File: config.mk
export PLATFORM = sky130hd
export DESIGN_NAME = glyph_blit
export DESIGN_NICKNAME = d
export VERILOG_FILES = /design/src/rtl/glyph_blit_pkg.sv /design/src/rtl/glyph_rom.sv /design/src/rtl/glyph_pack.sv /design/src/rtl/glyph_blit_ctrl.sv /design/src/rtl/glyph_blit.sv
export SDC_FILE = /design/constraint.sdc
export NUM_CORES = 1
export LEC_CHECK = 0
export ABC_AREA = 1
export CAP_MARGIN = 20
export CORE_MARGIN = 2
export CORE_UTILIZATION = 38
export CTS_BUF_LIST = sky130_fd_sc_hd__clkbuf_4
export CTS_CLUSTER_DIAMETER = 120
export CTS_CLUSTER_SIZE = 8
export DETAILED_ROUTE_END_ITERATION = 6
export GPL_TIMING_DRIVEN = 0
export PLACE_DENSITY_LB_ADDON = 0.2
export SYNTH_ARGS = -nofsm -noshare
export SYNTH_HDL_FRONTEND = slang
export SYNTH_SLANG_ARGS = --single-unit
File: constraint.sdc
create_clock -name clk_i -period 5.4 [get_ports clk_i]
set_input_delay 1.08 -clock clk_i [delete_from_list [all_inputs] [get_ports clk_i]]
set_output_delay 1.08 -clock clk_i [all_outputs]
set_load 0.02 [all_outputs]
File: src/rtl/glyph_blit_pkg.sv
package glyph_blit_pkg;
  localparam int unsigned PIX_W    = 3;
  localparam int unsigned GLYPH_W  = 16;
  localparam int unsigned GLYPH_H  = 8;
  localparam int unsigned CODE_W   = 8;
  localparam int unsigned X_W      = 10;
  localparam int unsigned Y_W      = 9;
  localparam int unsigned PAGE_W   = 3;
  localparam int unsigned XB_W     = X_W - 1;
  localparam int unsigned ADDR_W   = PAGE_W + Y_W + XB_W;
  localparam int unsigned ROW_BYTES = GLYPH_W / 2;
  localparam int unsigned COL_W    = $clog2(ROW_BYTES);
  localparam int unsigned ROW_W    = $clog2(GLYPH_H);

  typedef enum logic {ST_IDLE, ST_RUN} state_e;

  typedef struct packed {
    logic [CODE_W-1:0] code;
    logic [PAGE_W-1:0] page;
    logic [Y_W-1:0]    y;
    logic [XB_W-1:0]   xb;
    logic [PIX_W-1:0]  fg;
    logic [PIX_W-1:0]  bg;
  } job_t;
endpackage

File: src/rtl/glyph_rom.sv
module glyph_rom
  import glyph_blit_pkg::*;
(
  input  logic [CODE_W-1:0]  code_i,
  input  logic [ROW_W-1:0]   row_i,
  output logic [GLYPH_W-1:0] bits_o
);
  localparam logic [ROW_W-1:0] LAST_ROW = ROW_W'(GLYPH_H - 1);

  always_comb begin
    unique case (code_i)
      8'h01:   bits_o = '1;
      8'h02:   bits_o = row_i[0] ? 16'h5555 : 16'hAAAA;
      8'h03:   bits_o = (row_i == '0 || row_i == LAST_ROW) ? 16'hFFFF : 16'h8001;
      default: bits_o = '0;
    endcase
  end
endmodule

File: src/rtl/glyph_pack.sv
module glyph_pack
  import glyph_blit_pkg::*;
(
  input  logic [GLYPH_W-1:0] bits_i,
  input  logic [COL_W-1:0]   col_i,
  input  logic [PIX_W-1:0]   fg_i,
  input  logic [PIX_W-1:0]   bg_i,
  output logic [7:0]         byte_o
);
  logic [GLYPH_W-1:0] shifted;
  logic [PIX_W-1:0]   pix [2];

  assign shifted = bits_i << {col_i, 1'b0};

  // pixel 0 = lower X, taken from the MSB end
  for (genvar p = 0; p < 2; p++) begin : g_pix
    assign pix[p] = shifted[GLYPH_W-1-p] ? fg_i : bg_i;
  end

  assign byte_o = {1'b0, pix[0], 1'b0, pix[1]};
endmodule

File: src/rtl/glyph_blit_ctrl.sv
module glyph_blit_ctrl
  import glyph_blit_pkg::*;
(
  input  logic              clk_i,
  input  logic              rst_ni,
  input  logic              start_i,
  input  job_t              job_i,
  input  logic              gnt_i,
  output job_t              job_o,
  output logic [ROW_W-1:0]  row_o,
  output logic [COL_W-1:0]  col_o,
  output logic              busy_o,
  output logic              done_o
);
  localparam logic [COL_W-1:0] LAST_COL = COL_W'(ROW_BYTES - 1);
  localparam logic [ROW_W-1:0] LAST_ROW = ROW_W'(GLYPH_H - 1);

  state_e state_q;

  always_ff @(posedge clk_i or negedge rst_ni) begin
    if (!rst_ni) begin
      state_q <= ST_IDLE;
      done_o  <= 1'b0;
      row_o   <= '0;
      col_o   <= '0;
      job_o   <= '0;
    end else if (state_q == ST_IDLE) begin
      if (start_i) begin
        job_o   <= job_i;
        state_q <= ST_RUN;
        done_o  <= 1'b0;
        row_o   <= '0;
        col_o   <= '0;
      end
    end else if (gnt_i) begin
      if (col_o == LAST_COL) begin
        col_o <= '0;
        if (row_o == LAST_ROW) begin
          state_q <= ST_IDLE;
          done_o  <= 1'b1;
        end else begin
          row_o <= row_o + 1'b1;
        end
      end else begin
        col_o <= col_o + 1'b1;
      end
    end
  end

  assign busy_o = (state_q == ST_RUN);
endmodule

File: src/rtl/glyph_blit.sv
module glyph_blit
  import glyph_blit_pkg::*;
(
  input  logic                clk_i,
  input  logic                rst_ni,
  input  logic                start_i,
  input  logic [CODE_W-1:0]   char_i,
  input  logic [X_W-1:0]      x_i,
  input  logic [Y_W-1:0]      y_i,
  input  logic [PIX_W-1:0]    fg_i,
  input  logic [PIX_W-1:0]    bg_i,
  input  logic [PAGE_W-1:0]   page_i,
  output logic                busy_o,
  output logic                done_o,
  output logic                req_o,
  output logic [ADDR_W-1:0]   addr_o,
  output logic [7:0]          wdata_o,
  input  logic                gnt_i
);
  job_t               job_in, job_q;
  logic [ROW_W-1:0]   row;
  logic [COL_W-1:0]   col;
  logic [GLYPH_W-1:0] bits;
  logic [Y_W-1:0]     line;
  logic [XB_W-1:0]    xbyte;

  assign job_in = '{code: char_i, page: page_i, y: y_i, xb: x_i[X_W-1:1],
                    fg: fg_i, bg: bg_i};

  glyph_blit_ctrl u_ctrl (
    .clk_i, .rst_ni, .start_i,
    .job_i  (job_in),
    .gnt_i,
    .job_o  (job_q),
    .row_o  (row),
    .col_o  (col),
    .busy_o,
    .done_o
  );

  glyph_rom u_rom (.code_i(job_q.code), .row_i(row), .bits_o(bits));

  glyph_pack u_pack (
    .bits_i(bits), .col_i(col), .fg_i(job_q.fg), .bg_i(job_q.bg), .byte_o(wdata_o)
  );

  // coordinates wrap modulo the line and stride sizes
  assign line   = job_q.y + Y_W'(row);
  assign xbyte  = job_q.xb + XB_W'(col);
  assign addr_o = {job_q.page, line, xbyte};
  assign req_o  = busy_o;
endmodule

# --- After elaboration in Yosys (flattened, before gate mapping) ---
# Index checks and enable logic that the tools add are counted.
word_totals:
  register_bits: 43
  in_bits: 40
op_classes:
  add_sub_neg: 4
  eq_ne: 9
  n_shift: 1
  muxes: 23
  bitwise_logic: 1
  n_reduce_logical: 7
op_table:
  columns: ["op", "n"]
  rows:
  - ["case mux 16 bit (3 select lines)", 1]
  - ["2-to-1 mux 3 bit", 10]
  - ["adder 9 x 3 -> 9 bit", 2]
  - ["== test 8 x 2 -> 1 bit, second input constant", 2]
  - ["2-to-1 mux 16 bit", 1]
  - ["left shift 16 x 4 -> 16 bit", 1]
  - ["2-to-1 mux 15 bit", 1]
  - ["2-to-1 mux 1 bit", 10]
  - ["== test 8 x 1 -> 1 bit, second input constant", 1]
  - ["inequality test 2 bit, second input constant", 4]
  - ["AND reduction 4 bit", 2]
  - ["adder 3 x 1 -> 3 bit, second input constant", 2]
  - ["== test 3 bit, second input constant", 2]
  - ["AND reduction 2 bit", 2]
  - ["logical NOT 3 bit", 1]
  - ["nonzero test 2 bit", 1]
  - ["logical OR 1 bit", 1]
  - ["NOT 1 bit", 1]

# --- Longest topological paths before layout ---
# Gate-level depths: netlist of the first run.
logic_depth:
  word_depth: 6
  depth_mapped: 9
  mapped_depth_nobuf: 9

# --- Cells and area by module ---
# A second synthesis of the first run with hierarchy kept.
unflattened:
  cells_unflattened: 392
  hier_area_um2: 2797.7
by_module_without_submodules:
  columns: ["module", "instances", "cells_each", "area_per_inst_um2"]
  rows:
  - ["glyph_blit_ctrl", 1, 194, 1746.7]
  - ["glyph_blit", 1, 85, 486.7]
  - ["glyph_pack", 1, 71, 346.6]
  - ["glyph_rom", 1, 42, 217.7]

# --- Worst setup path before layout of the first run ---
# Ideal clock, no wire load.
synth_path:
  kind: "register to output"
  from: "register u_ctrl.row_o[0]"
  to: "output addr_o[15]"
  t_arrival_ns: 1.785
  required_ns: 4.320
  slack_ns: 2.535
  path_stages_with_launch: 9
  path_buffers: 0
  path_cell_list: "dfrtp_1 ha_1 inv_1 fa_1 inv_1 a21oi_1 nor3_2 nand2_1 xnor2_1"
synth_between:
  elab_chain_len: 1
synth_rtl:
  columns: ["element", "line", "rtl"]
  rows:
  - ["start, declared", "glyph_blit_ctrl.sv:10", "output logic [ROW_W-1:0] row_o,"]
  - ["start signal, assigned", "glyph_blit_ctrl.sv:42", "row_o <= row_o + 1'b1;"]
  - ["adder 9 x 3 -> 9 bit", "glyph_blit.sv:48", "assign line = job_q.y + Y_W'(row);"]
  - ["end, declared", "glyph_blit.sv:16", "output logic [ADDR_W-1:0] addr_o,"]
# Every way passes these cells.

# --- Final worst setup path of the first run ---
# Same ends and word-level chain as after synthesis.

==> results of run 1 <==
worst max-delay path by stage:
stage,to,slack (ns)
2_1_floorplan,addr_o[15],2.54
3_3_place_gp,addr_o[15],1.98
3_5_place_dp,addr_o[15],1.94
4_1_cts,addr_o[15],1.52
5_1_grt,addr_o[15],1.30
6_report,addr_o[15],1.56
state kept, by name, indices dropped and copies added (netlist names):
signal / cells
u_ctrl.job_o: 35
u_ctrl.col_o: 3
u_ctrl.row_o: 3
u_ctrl.busy_o: 1
u_ctrl.done_o: 1
worst min-delay path, stage by stage, from the launching register on:
cell     delay [ns]
dfrtp_1        0.37
nand2_1        0.05
nand2_1        0.05
metrics by stage:
step | std cells | power (W)
after floorplan | 306 | 0.000690
after global placement | 449 | 0.000880
after detailed placement | 450 | 0.000890
after CTS | 458 | 0.00105
after global routing | 458 | 0.00112
final | 458 | 0.00104
power by group:
part           internal, W  switching, W
combinational     0.000218      0.000241
clock            0.0000534      0.000106
sequential        0.000372     0.0000451
total             0.000644      0.000392
layout by cell type (no fill, tap or decap), types with 2 or more instances in the layout:
cell and count:
nand2_1 116, fa_1 2, clkdlybuf4s50_1 67, nand3b_1 2
buf_4 6, xnor2_1 4, nor2_1 13, nand2_2 5
a21oi_1 4, ha_1 11, nand4_1 2, inv_1 31
nor2_2 3, dfrtp_1 43, conb_1 2, clkbuf_4 6
o21ai_0 22, nor3_2 4, nand3_1 20, inv_2 3
xor2_1 4, buf_2 7, clkinv_1 2
kinds of logic (layout without fill, tap and decap cells):
group                    after synthesis  in the layout  share of synthesized area (%)
adder cells (fa/ha/maj)               13             13                           7.43
flip-flops                            43             43                           45.0
XOR/XNOR                               8              8                           2.93
AO/OA/AOI/OAI                         26             26                           5.45
buffers and inverters                 47            124                           8.69
other                                  1              2                          0.157
AND/OR/NAND/NOR                      167            167                           30.3
final cells by class:
class	instances	area, sq um
timing repair buffer	69	696
fill	611	2760
multi-input combinational	216	1110
buffer	13	80.1
sequential	43	1080
inverter	34	128
tap	75	93.8
clock inverter	2	7.51
clock buffer	6	45.0
routing by layer:
layer  up-vias  track usage, %  wire length [microns]
met5         -               0                      0
met4         0            5.37                     68
met3         7            4.17                    229
met2        36            29.7                   2620
met1       972            21.4                   2520
li1       1092               -                      -
==> results.json, run 1 <==
{
  "worstHoldStart": "u_ctrl.job_o[6]",
  "vias": 2107,
  "powerDensity_mw_per_mm2": 320,
  "synthesis.area_sq_mm": 0.00239,
  "clk_pin_slew_ns": 0.13,
  "synth.area.top_cells": "dfrtp_1 (45%), nand2_1 (18%), ha_1 (5.8%)",
  "grt_max_degree": 29,
  "slowest_stage": "clkdlybuf4s50_1",
  "cts.hold.buffers_added": 0,
  "cts_resized": 0,
  "clock_skew_ns": 0.00528,
  "path_class": "flop to output pin",
  "hold_path_class": "flop to flop",
  "synth.most_common_cell": "nand2_1",
  "synth.distinct_cells": 23,
  "outcome": "complete, no violations",
  "drc": 0,
  "setup_tns_ns": 0,
  "portBuffers": 68,
  "ff2ff_setup_slack_ns": 3.95,
  "finalSetupViolCount": 0,
  "wl_per_cell_microns": 11.9,
  "reg2reg_depth": 5,
  "drt_iter0_drc": 97,
  "drive_gt1_share_pct": 9.92,
  "endpoint_kind": "output pin",
  "post_cts_buffers": 0,
  "rsz0062_at_grt": "false",
  "ant_nets": 0,
  "rows": 28,
  "finalHoldWorstSlack_ns": 0.492,
  "r2r_end": "u_ctrl.row_o[1]",
  "core_area_sq_mm": 0.00599,
  "ys_seq_elements": 43,
  "required_ns": 4.32,
  "critPathMaxFanout": 6,
  "grt_overflow": 0,
  "htreeDepth": 2,
  "synthToLayoutAreaGrowth_pct": 35.4,
  "yosys_warnings": 0,
  "synth_top_area_cell": "dfrtp_1",
  "antenna_found_initial": 0,
  "place_hpwl_mm": 4.20,
  "finish.utilization_pct": 54.0,
  "cts_buffer_depth": 2,
  "timing.rr.start": "u_ctrl.row_o[0]",
  "critPathMaxStageDelay_ns": 0.62,
  "async_reset_ff_share_pct": 100,
  "cp.buffers_inverters": 3,
  "fin_crit_ns": 3.84,
  "synth_top_area_share_pct": 45.0,
  "min_period_over_period_pct": 71.2,
  "cp.arrival_ns": 2.76,
  "path_depth": 9,
  "drv_slew": 0,
  "yosys_most_used_dff": "dfrtp_1",
  "max_freq_mhz": 260,
  "hold_violations": 0,
  "dr.pass1.iters": 4,
  "min_to": "u_ctrl.job_o[6]",
  "crit_path_start": "u_ctrl.row_o[0]",
  "max-cap-violations": 0,
  "synth_edf_count": 0,
  "via_per_inst": 4.60,
  "leakage_nw": 1.61,
  "syn-instance-count": 305,
  "synthTopCellsByCount": "nand2_1 (116), dfrtp_1 (43), inv_1 (31)",
  "ir_worst_vdd_uv": 175,
  "root_buffer": "clkbuf_4",
  "fp.dieArea_sq_mm": 0.00694,
  "die_w_microns": 83.3,
  "antenna_cells": 0,
  "cp_common_cell": "inv_1",
  "start_util_pct": 39.9,
  "drt_wl_total_mm": 5.43,
  "timing.final.ws_setup_ns": 1.56,
  "cts_buffers": 5,
  "fin_area_sq_mm": 0.00324,
  "grt_pass1_vias": 2184,
  "routabilityCongestion": 0.805,
  "clk_latency_ns": 0.36,
  "grt_pass1_wl_mm": 9.74,
  "cts_sinks": 43,
  "placed_cell_area_sq_mm": 0.00318,
  "fp.dieH_microns": 83.3,
  "min_path_cells": 2,
  "dp_worst_setup_slack_ns": 1.94,
  "path_cells": "ha_1 > inv_1 > fa_1 > inv_1 > a21oi_1 > nor3_2 > nand2_1 > xnor2_1 > clkdlybuf4s50_1",
  "critPathLaunchType": "flop",
  "cpLargestDelayFamily": "buffers and inverters",
  "tritoncts": "done",
  "io_pins": 72,
  "grt_use_total_pct": 17.3,
  "layout.nets": 435,
  "ys_seq_area_share_pct": 45.0,
  "syn_avg_cell_area_sq_um": 7.84
}
Power figures use the tool's default switching activity.
==> inputs of run 2 (changes only) <==
Clock period 5.4 ns to 3.3 ns, I/O delays scaled along.
==> results.json, run 2 (synthesized netlist as in run 1, its figures left out) <==
{
  "rows": 28,
  "start_util_pct": 39.9,
  "outcome": "complete, no violations",
  "drv_slew": 0,
  "max_freq_mhz": 322,
  "rsz0062_at_grt": "true",
  "routabilityCongestion": 0.805,
  "drive_gt1_share_pct": 10.6,
  "grt_use_total_pct": 17.3,
  "grt_pass1_wl_mm": 9.74,
  "fin_crit_ns": 3.11,
  "path_class": "flop to output pin",
  "ant_nets": 0,
  "power.total_w": 0.00169,
  "reg_top3": "u_ctrl.job_o (35), u_ctrl.col_o (3), u_ctrl.row_o (3)",
  "cts_buffers": 5,
  "nFillCells": 612,
  "place_hpwl_mm": 4.20,
  "grt_pass1_vias": 2184,
  "hold_path_class": "input pin to asynchronous set/reset pin",
  "antenna_found_initial": 0,
  "grt_max_degree": 29,
  "placed_cell_area_sq_mm": 0.00318,
  "dp.cells": 450,
  "die_w_microns": 83.3,
  "root_buffer": "clkbuf_4",
  "mostFrequentLayoutCells": "nand2_1 (116), clkdlybuf4s50_1 (62), dfrtp_1 (42)",
  "antenna_cells": 0,
  "tritoncts": "done",
  "cts_sinks": 43,
  "fin_area_sq_mm": 0.00325,
  "clk_pin_slew_ns": 0.13,
  "dp_worst_setup_slack_ns": 0.258,
  "fp.dieH_microns": 83.3,
  "drc": 0,
  "wl_per_cell_microns": 11.8,
  "powerDensity_mw_per_mm2": 521,
  "reg2reg_depth": 5,
  "clock_skew_ns": 0.00622,
  "dr.pass1.iters": 4,
  "cp.arrival_ns": 2.45,
  "fin_cells": 460,
  "core_area_sq_mm": 0.00599,
  "r2r_end": "u_ctrl.row_o[1]",
  "max-cap-violations": 0,
  "drt_wl_total_mm": 5.45,
  "portBuffers": 68,
  "timing.final.ws_setup_ns": 0.192,
  "crit_path_start": "u_ctrl.col_o[0]",
  "ff2ff_setup_slack_ns": 1.87,
  "critPathMaxFanout": 4,
  "final_common_cell": "nand2_1",
  "clk_latency_ns": 0.36,
  "ir_worst_vdd_uv": 286,
  "fp.dieArea_sq_mm": 0.00694,
  "hold_violations": 0,
  "drt_iter0_drc": 109,
  "endpoint_kind": "output pin",
  "leakage_nw": 1.64,
  "cts.hold.buffers_added": 0,
  "synthToLayoutAreaGrowth_pct": 36.2,
  "min_period_over_period_pct": 94.2,
  "finalSetupViolCount": 0,
  "critPathLaunchType": "flop",
  "cts_buffer_depth": 2,
  "via_per_inst": 4.56,
  "timing.rr.start": "u_ctrl.row_o[0]",
  "layout.nets": 437,
  "io_pins": 72,
  "regMostFlops": "u_ctrl.job_o",
  "finish.utilization_pct": 54.3,
  "vias": 2099,
  "largest_reg_flops": 35,
  "required_ns": 2.64,
  "htreeDepth": 2,
  "grt_overflow": 0
}
==> run 2: cell count changes in the layout (fill, tap and decap cells not counted) <==
cell / previous run / this run
buf_4: 6 / 8
clkdlybuf4s15_1: 0 / 1
clkdlybuf4s50_1: 67 / 62
dfrtp_1: 43 / 42
dfrtp_2: 0 / 1
dlygate4sd2_1: 0 / 2
dlymetal6s2s_1: 0 / 2
==> run 2: worst max-delay path, stage by stage, from the launching register on <==
cell,delay (ns)
dfrtp_1,0.42
ha_1,0.19
inv_1,0.06
fa_1,0.39
inv_1,0.07
a21oi_1,0.09
nor3_2,0.24
buf_4,0.15
nand2_1,0.05
xnor2_1,0.13
clkdlybuf4s15_1,0.32
==> run 2: report_power, final <==
group	total, W	switching [W]	internal, W
registers	0.000684	0.0000738	0.000610
clock network	0.000261	0.000173	0.0000875
logic	0.000749	0.000394	0.000355
==> run 2: worst max path at each step <==
stage	end	slack [ns]	cells past startpoint
final	addr_o[6]	0.19	10
after global routing	addr_o[6]	-0.04	10
after CTS	addr_o[8]	0.03	9
after detailed placement	addr_o[15]	0.26	9
after global placement	addr_o[15]	0.30	9
after floorplan	addr_o[15]	0.86	8
==> run 2: timing repair <==
action	4_1_cts	5_1_grt
endpoints found under the setup margin	3	3
gates resized for setup	4	3
buffers inserted	0	2
pin swaps	1	2
==> run 2: cell type report <==
class / count / area, sq um / share of cell area (%)
multi-input cells: 216 / 1110 / 34.1
flip-flops and latches: 43 / 1080 / 33.1
repair buffers: 71 / 713 / 21.9
inverters: 34 / 128 / 3.92
well taps: 75 / 93.8 / 2.88
plain buffers: 13 / 80.1 / 2.46
clock buffers: 6 / 45.0 / 1.38
clock inverters: 2 / 7.51 / 0.231
==> run 2: per-stage QoR <==
stage,hold WS [ns],TNS (ns)
finish,0.199,0
global route,0.197,-0.0356
CTS,0.208,0
detailed placement,0.466,0
global placement,0.459,0
floorplan,0.364,0
==> run 2: per-layer routing <==
metal | global-route usage (%) | up-vias | routed length, microns
li1 | - | 1095 | -
met1 | 21.4 | 962 | 2520
met2 | 29.7 | 35 | 2620
met3 | 4.17 | 7 | 238
met4 | 5.37 | 0 | 68
met5 | 0 | - | 0
